===== config.mk =====
export PLATFORM = sky130hd
export DESIGN_NAME = ext_irq_sense
export DESIGN_NICKNAME = d
export VERILOG_FILES = /design/src/rtl/ext_irq_pkg.sv /design/src/rtl/ext_irq_sync.sv /design/src/rtl/ext_irq_detect.sv /design/src/rtl/ext_irq_regs.sv /design/src/rtl/ext_irq_sense.sv
export SDC_FILE = /design/constraint.sdc
export NUM_CORES = 1
export LEC_CHECK = 0
export BUFFER_PORTS_ARGS = -buffer_cell sky130_fd_sc_hd__buf_2
export CORE_MARGIN = 1
export CORE_UTILIZATION = 51
export DETAILED_ROUTE_END_ITERATION = 6
export GPL_ROUTABILITY_DRIVEN = 0
export PLACE_DENSITY = 0.8
export REMOVE_ABC_BUFFERS = 1
export SLEW_MARGIN = 20
export SYNTH_ARGS = -nofsm -noshare
export SYNTH_HDL_FRONTEND = slang
export SYNTH_SLANG_ARGS = --single-unit
export TNS_END_PERCENT = 20

===== constraint.sdc =====
create_clock -name clk -period 2.1 [get_ports clk]
set_input_delay 0.315 -clock clk [delete_from_list [all_inputs] [get_ports clk]]
set_output_delay 0.315 -clock clk [all_outputs]
set_load 0.05 [all_outputs]

===== src/rtl/ext_irq_pkg.sv =====
package ext_irq_pkg;
  typedef enum logic [1:0] {
    SNS_LOW  = 2'b00,
    SNS_ANY  = 2'b01,
    SNS_FALL = 2'b10,
    SNS_RISE = 2'b11
  } sense_e;

  localparam int unsigned ADDR_W = 2;
  localparam logic [ADDR_W-1:0] A_SENSE = 2'd0;
  localparam logic [ADDR_W-1:0] A_MASK  = 2'd1;
  localparam logic [ADDR_W-1:0] A_FLAG  = 2'd2;
endpackage


===== src/rtl/ext_irq_sync.sv =====
module ext_irq_sync #(
  parameter int unsigned STAGES = 2
) (
  input  logic clk,
  input  logic rst_n,
  input  logic pin,
  output logic cur,
  output logic prev
);
  logic [STAGES-1:0] chain_q;
  logic              prev_q;

  // The pins idle high, so every stage resets high.
  generate
    genvar s;
    for (s = 0; s < STAGES; s++) begin : g_stage
      if (s == 0) begin : g_first
        always_ff @(posedge clk or negedge rst_n) begin
          if (!rst_n) chain_q[0] <= 1'b1;
          else        chain_q[0] <= pin;
        end
      end else begin : g_next
        always_ff @(posedge clk or negedge rst_n) begin
          if (!rst_n) chain_q[s] <= 1'b1;
          else        chain_q[s] <= chain_q[s-1];
        end
      end
    end
  endgenerate

  always_ff @(posedge clk or negedge rst_n) begin
    if (!rst_n) prev_q <= 1'b1;
    else        prev_q <= chain_q[STAGES-1];
  end

  assign cur  = chain_q[STAGES-1];
  assign prev = prev_q;
endmodule


===== src/rtl/ext_irq_detect.sv =====
module ext_irq_detect
  import ext_irq_pkg::*;
(
  input  logic   clk,
  input  logic   rst_n,
  input  sense_e mode,
  input  logic   cur,
  input  logic   prev,
  input  logic   clr,
  output logic   flag,
  output logic   pending
);
  logic ev;
  logic flag_q;

  always_comb begin
    unique case (mode)
      SNS_ANY:  ev = cur ^ prev;
      SNS_FALL: ev = prev & ~cur;
      SNS_RISE: ev = ~prev & cur;
      default:  ev = 1'b0;
    endcase
  end

  // An event on the same clock as a clear keeps the flag set.
  always_ff @(posedge clk or negedge rst_n) begin
    if (!rst_n) flag_q <= 1'b0;
    else        flag_q <= ev | (flag_q & ~clr);
  end

  assign flag    = flag_q;
  assign pending = (mode == SNS_LOW) ? ~cur : flag_q;

  p_level_no_flag_r2: assert property (@(posedge clk) disable iff (!rst_n)
    (mode == SNS_LOW && !flag_q) |=> !flag_q);
  p_fall_sets_r4: assert property (@(posedge clk) disable iff (!rst_n)
    (mode == SNS_FALL && prev && !cur) |=> flag_q);
  p_clear_r7: assert property (@(posedge clk) disable iff (!rst_n)
    (clr && !ev) |=> !flag_q);
  p_event_wins_r9: assert property (@(posedge clk) disable iff (!rst_n)
    (clr && ev) |=> flag_q);
endmodule


===== src/rtl/ext_irq_regs.sv =====
module ext_irq_regs
  import ext_irq_pkg::*;
#(
  parameter int unsigned NUM_PINS = 2,
  localparam int unsigned DW = 2 * NUM_PINS
) (
  input  logic              clk,
  input  logic              rst_n,
  input  logic              wr_en,
  input  logic [ADDR_W-1:0] wr_addr,
  input  logic [DW-1:0]     wr_data,
  input  logic [ADDR_W-1:0] rd_addr,
  input  logic [NUM_PINS-1:0] flags,
  output logic [DW-1:0]     rd_data,
  output logic [DW-1:0]     sense_q,
  output logic [NUM_PINS-1:0] mask_q,
  output logic [NUM_PINS-1:0] w1c
);
  always_ff @(posedge clk or negedge rst_n) begin
    if (!rst_n) begin
      sense_q <= '0;
      mask_q  <= '0;
    end else if (wr_en) begin
      if (wr_addr == A_SENSE) sense_q <= wr_data;
      if (wr_addr == A_MASK)  mask_q  <= wr_data[NUM_PINS-1:0];
    end
  end

  assign w1c = (wr_en && wr_addr == A_FLAG) ? wr_data[NUM_PINS-1:0] : '0;

  always_comb begin
    rd_data = '0;
    unique case (rd_addr)
      A_SENSE: rd_data = sense_q;
      A_MASK:  rd_data[NUM_PINS-1:0] = mask_q;
      A_FLAG:  rd_data[NUM_PINS-1:0] = flags;
      default: rd_data = '0;
    endcase
  end

  p_mask_hold_r10: assert property (@(posedge clk) disable iff (!rst_n)
    !(wr_en && wr_addr == A_MASK) |=> $stable(mask_q));
endmodule


===== src/rtl/ext_irq_sense.sv =====
module ext_irq_sense
  import ext_irq_pkg::*;
#(
  parameter int unsigned NUM_PINS    = 2,
  parameter int unsigned SYNC_STAGES = 2,
  localparam int unsigned DW = 2 * NUM_PINS
) (
  input  logic                clk,
  input  logic                rst_n,
  input  logic [NUM_PINS-1:0] pin_i,
  input  logic                gie_i,
  input  logic [NUM_PINS-1:0] irq_ack_i,
  input  logic                wr_en_i,
  input  logic [ADDR_W-1:0]   wr_addr_i,
  input  logic [DW-1:0]       wr_data_i,
  input  logic [ADDR_W-1:0]   rd_addr_i,
  output logic [DW-1:0]       rd_data_o,
  output logic [NUM_PINS-1:0] irq_req_o
);
  logic [DW-1:0]       sense_q;
  logic [NUM_PINS-1:0] mask_q;
  logic [NUM_PINS-1:0] w1c;
  logic [NUM_PINS-1:0] flags;
  logic [NUM_PINS-1:0] pending;

  ext_irq_regs #(.NUM_PINS(NUM_PINS)) u_regs (
    .clk     (clk),
    .rst_n   (rst_n),
    .wr_en   (wr_en_i),
    .wr_addr (wr_addr_i),
    .wr_data (wr_data_i),
    .rd_addr (rd_addr_i),
    .flags   (flags),
    .rd_data (rd_data_o),
    .sense_q (sense_q),
    .mask_q  (mask_q),
    .w1c     (w1c)
  );

  generate
    genvar i;
    for (i = 0; i < NUM_PINS; i++) begin : g_pin
      logic cur;
      logic prev;

      ext_irq_sync #(.STAGES(SYNC_STAGES)) u_sync (
        .clk   (clk),
        .rst_n (rst_n),
        .pin   (pin_i[i]),
        .cur   (cur),
        .prev  (prev)
      );

      ext_irq_detect u_det (
        .clk     (clk),
        .rst_n   (rst_n),
        .mode    (sense_e'(sense_q[2*i +: 2])),
        .cur     (cur),
        .prev    (prev),
        .clr     (w1c[i] | irq_ack_i[i]),
        .flag    (flags[i]),
        .pending (pending[i])
      );
    end
  endgenerate

  assign irq_req_o = {NUM_PINS{gie_i}} & mask_q & pending;

  p_gate_r6: assert property (@(posedge clk) disable iff (!rst_n)
    !gie_i |-> (irq_req_o == '0));
  p_mask_gate_r6: assert property (@(posedge clk) disable iff (!rst_n)
    (irq_req_o & ~mask_q) == '0);
endmodule


==> run_results.csv <==
group,metric,value,unit
setup_path,critPathLaunch,"u_regs.sense_q[2]$_DFFE_PN0P_",
yosys,synth_edf_count,0,
pwr,irDropWorstVdd,0.0004679,V
floorplanning,core-area,1186,um^2
cts,clkSinkCount,14,
finish,fin_util,0.7184,
setup_path,r2r-start,"g_pin[0].u_sync.cur$_DFF_PN1_",
yosys,ys_top_cells_by_count,"dfrtp_1, dfstp_2, mux2_2, nand2_1",
finish,diodes,0,
pwr,power_per_cell_area,786.8,nW/um^2
yosys,ys.flop_type,"dfrtp_1",
sta,worst_slew_pin_slew,0.2987,ns
global_routing,grt_overflow_total,0,
floorplanning,start_util,0.5876,
yosys,synth_top_area_share,0.2873,
pwr,leakagePower,0.4160,nW
global_routing,grt_pass1_wl,1752,um
yosys,synth_xor_area_frac,0,
sta,setup_viol,0,
hold_path,hp-class,"primary input to flip-flop",
yosys,syn_inst,59,
sta,post-route-period-util,0.8038,
yosys,synth_mux_area_frac,0.1418,
outcome,status,"finished clean",
setup_path,crit_fanout,5,
drt,ant_nets,0,
run,maxCapViolations,0,
finish,layout-drive-gt1-share,0.4405,
cts,clk_path_buf_depth,2,
sta,hold_viol,0,
cts,htreeDepth,1,
placed_design,dp.cells,94,
yosys,synthAdderAreaFrac,0.07181,
yosys,synth-simple-area-share,0.1759,
setup_path,worstSetupPathType,"flip-flop to output port",
global_routing,grt.total_usage,0.1763,
finish,final_nets,106,
sta,whs,0.1355,ns
drt,postRouteWirelength,1141,um
finish,area_delta_synth_final,22.26,%
floorplanning,dieArea,1518,um^2
sta,setup_tns,0,ns
yosys,synth-compound-area-share,0.07540,
cts,root_buffer,"clkbuf_4",
sta,rsz0062_at_grt,"false",
sta,max_freq,0.5925,GHz
setup_path,crit_path_end_kind,"output port",
setup_path,crit_arrival,1.37,ns
global_routing,grt_max_degree,15,
floorplanning,pin_count,22,
sta,period_minus_slack,1.688,ns
drt,routedWlPerCell,11.64,um
yosys,ys_seq_elements,14,
setup_path,crit_path_start_kind,"flip-flop",
hold_path,hold_start,"pin_i[0]",
cts,cts_buffers,3,
yosys,async_flop_share,1.000,
drt,drc,0,
sta,slew_headroom,0.8009,
yosys,post-synth-top-count-cell,"dfrtp_1",
yosys,yosys_warnings,0,
yosys,syn_area_per_cell,11.81,um^2
finish,fin_cells,98,
cts,cts_tree,"yes",
yosys,synth_top_family_by_area,"simple AND/OR/NAND/NOR gates",
floorplanning,chipWidth,38.97,um
cts,clk_pin_slew,0.08,ns
floorplanning,die_h,38.97,um
drt,vias_per_cell,5.163,
yosys,yosys.area.top_type,"dfrtp_1",
setup_path,critPathRequiredTime,1.78,ns
drt,first_iter_violations,5,
drt,vias,506,
global_routing,antenna_found_initial,0,
placed_design,place_ws,0.6942,ns
sta,clock_skew,0.0004987,ns
yosys,synth_area_leaders,"dfrtp_1, dfstp_2, mux2_2",
yosys,syn_area,696.9,um^2
floorplanning,row_count,12,
placed_design,dp_hpwl,899.3,um
sta,maxSlewViolCount,0,
global_routing,grt_pass1_vias,444,
sta,setup_ws,0.4121,ns
drt,drt_first_pass_iters,3,
cts,clock_latency,0.27,ns
placed_design,io_buffers,21,
cts,post-cts-setup-buffers,0,
yosys,yosysSeqAreaShare,0.5135,
yosys,synth.distinct_cells,20,
## sequential cells by signal, summed over array words and instances (netlist names)
signal,count
g_pin.u_sync.cur,2
g_pin.u_sync.chain_q,2
u_regs.mask_q,2
u_regs.sense_q,4
g_pin.u_sync.prev,2
g_pin.u_det.flag,2
## path summary, 6_finish.rpt
path                       depth (start not counted)  slack [ns]                                   end
max                                                4        0.41                          irq_req_o[1]
min                                                1        0.14  g_pin[0].u_sync.chain_q[0]$_DFF_PN1_
max reg2reg                                        5        0.69         g_pin[0].u_det.flag$_DFF_PN0_
min reg2reg                                        0        0.36         g_pin[1].u_sync.cur$_DFF_PN1_
max in group asynchronous                          2        1.36         g_pin[1].u_sync.cur$_DFF_PN1_
min in group asynchronous                          2        0.45          u_regs.mask_q[0]$_DFFE_PN0P_
## cell usage in the layout (no fill, tap or decap)
cell and count:
dfrtp_1 8, clkbuf_4 3, a221o_1 1, nand2_1 6, a22oi_1 1, nor3b_4 1
nand4b_1 2, mux2_2 6, and3_1 1, dfstp_2 6, o31ai_1 1, nor2_1 4
a211oi_1 1, nand3b_1 2, dlygate4sd3_1 1, o21ai_0 4, mux2_1 1, mux2i_1 2
ha_1 4, nor2b_1 2, buf_2 21, inv_1 4, nor3b_1 2
## per-stage QoR
| stage | power, W | area [um^2] |
|---|---|---|
| after global placement | 0.0005283 | 819.5 |
| after floorplan | 0.0004749 | 696.9 |
| after CTS | 0.0006759 | 852.1 |
| after global routing | 0.0007105 | 852.1 |
| after detailed placement | 0.0005326 | 819.5 |
| final | 0.0006704 | 852.1 |
## layout make-up
cell class,instances,area [um^2]
Timing Repair Buffer,22,115.1
Inverter,4,15.01
Multi-Input combinational cell,41,324.1
Sequential cell,14,357.8
Clock buffer,3,22.52
Tap cell,14,17.52
Fill cell,93,334.1
## power breakdown
part           internal (W)  total [W]  switching [W]
clock             0.0000663   0.000143      0.0000770
combinational     0.0000741   0.000175       0.000101
sequential         0.000313   0.000352      0.0000390
total              0.000453   0.000670       0.000217
## layer usage
metal	share of wire	track usage	up-vias
li1	-	-	261
met1	0.52	0.2252	226
met2	0.43	0.2875	19
met3	0.056	0.03468	0
met4	0	0.07759	0
met5	0	0	-
## cells by family after synthesis
kind of cell / Yosys count
compound gates: 8
fa+ha+maj: 4
buf+inv: 4
flops: 14
mux: 9
simple gates: 20
## worst max-delay path, cell delays in order (launching register included)
cell and delay (ns):
dfrtp_1 0.43, nor2_1 0.15, nor2_1 0.05, a211oi_1 0.18, buf_2 0.29
## repair_timing
item,4_1_cts,5_1_grt
endpoints found under the setup margin,0,0
resized for setup,0,0
endpoints found under the hold margin,8,0
hold buffers,1,0
Note: power is estimated with default switching activity, not from simulation.
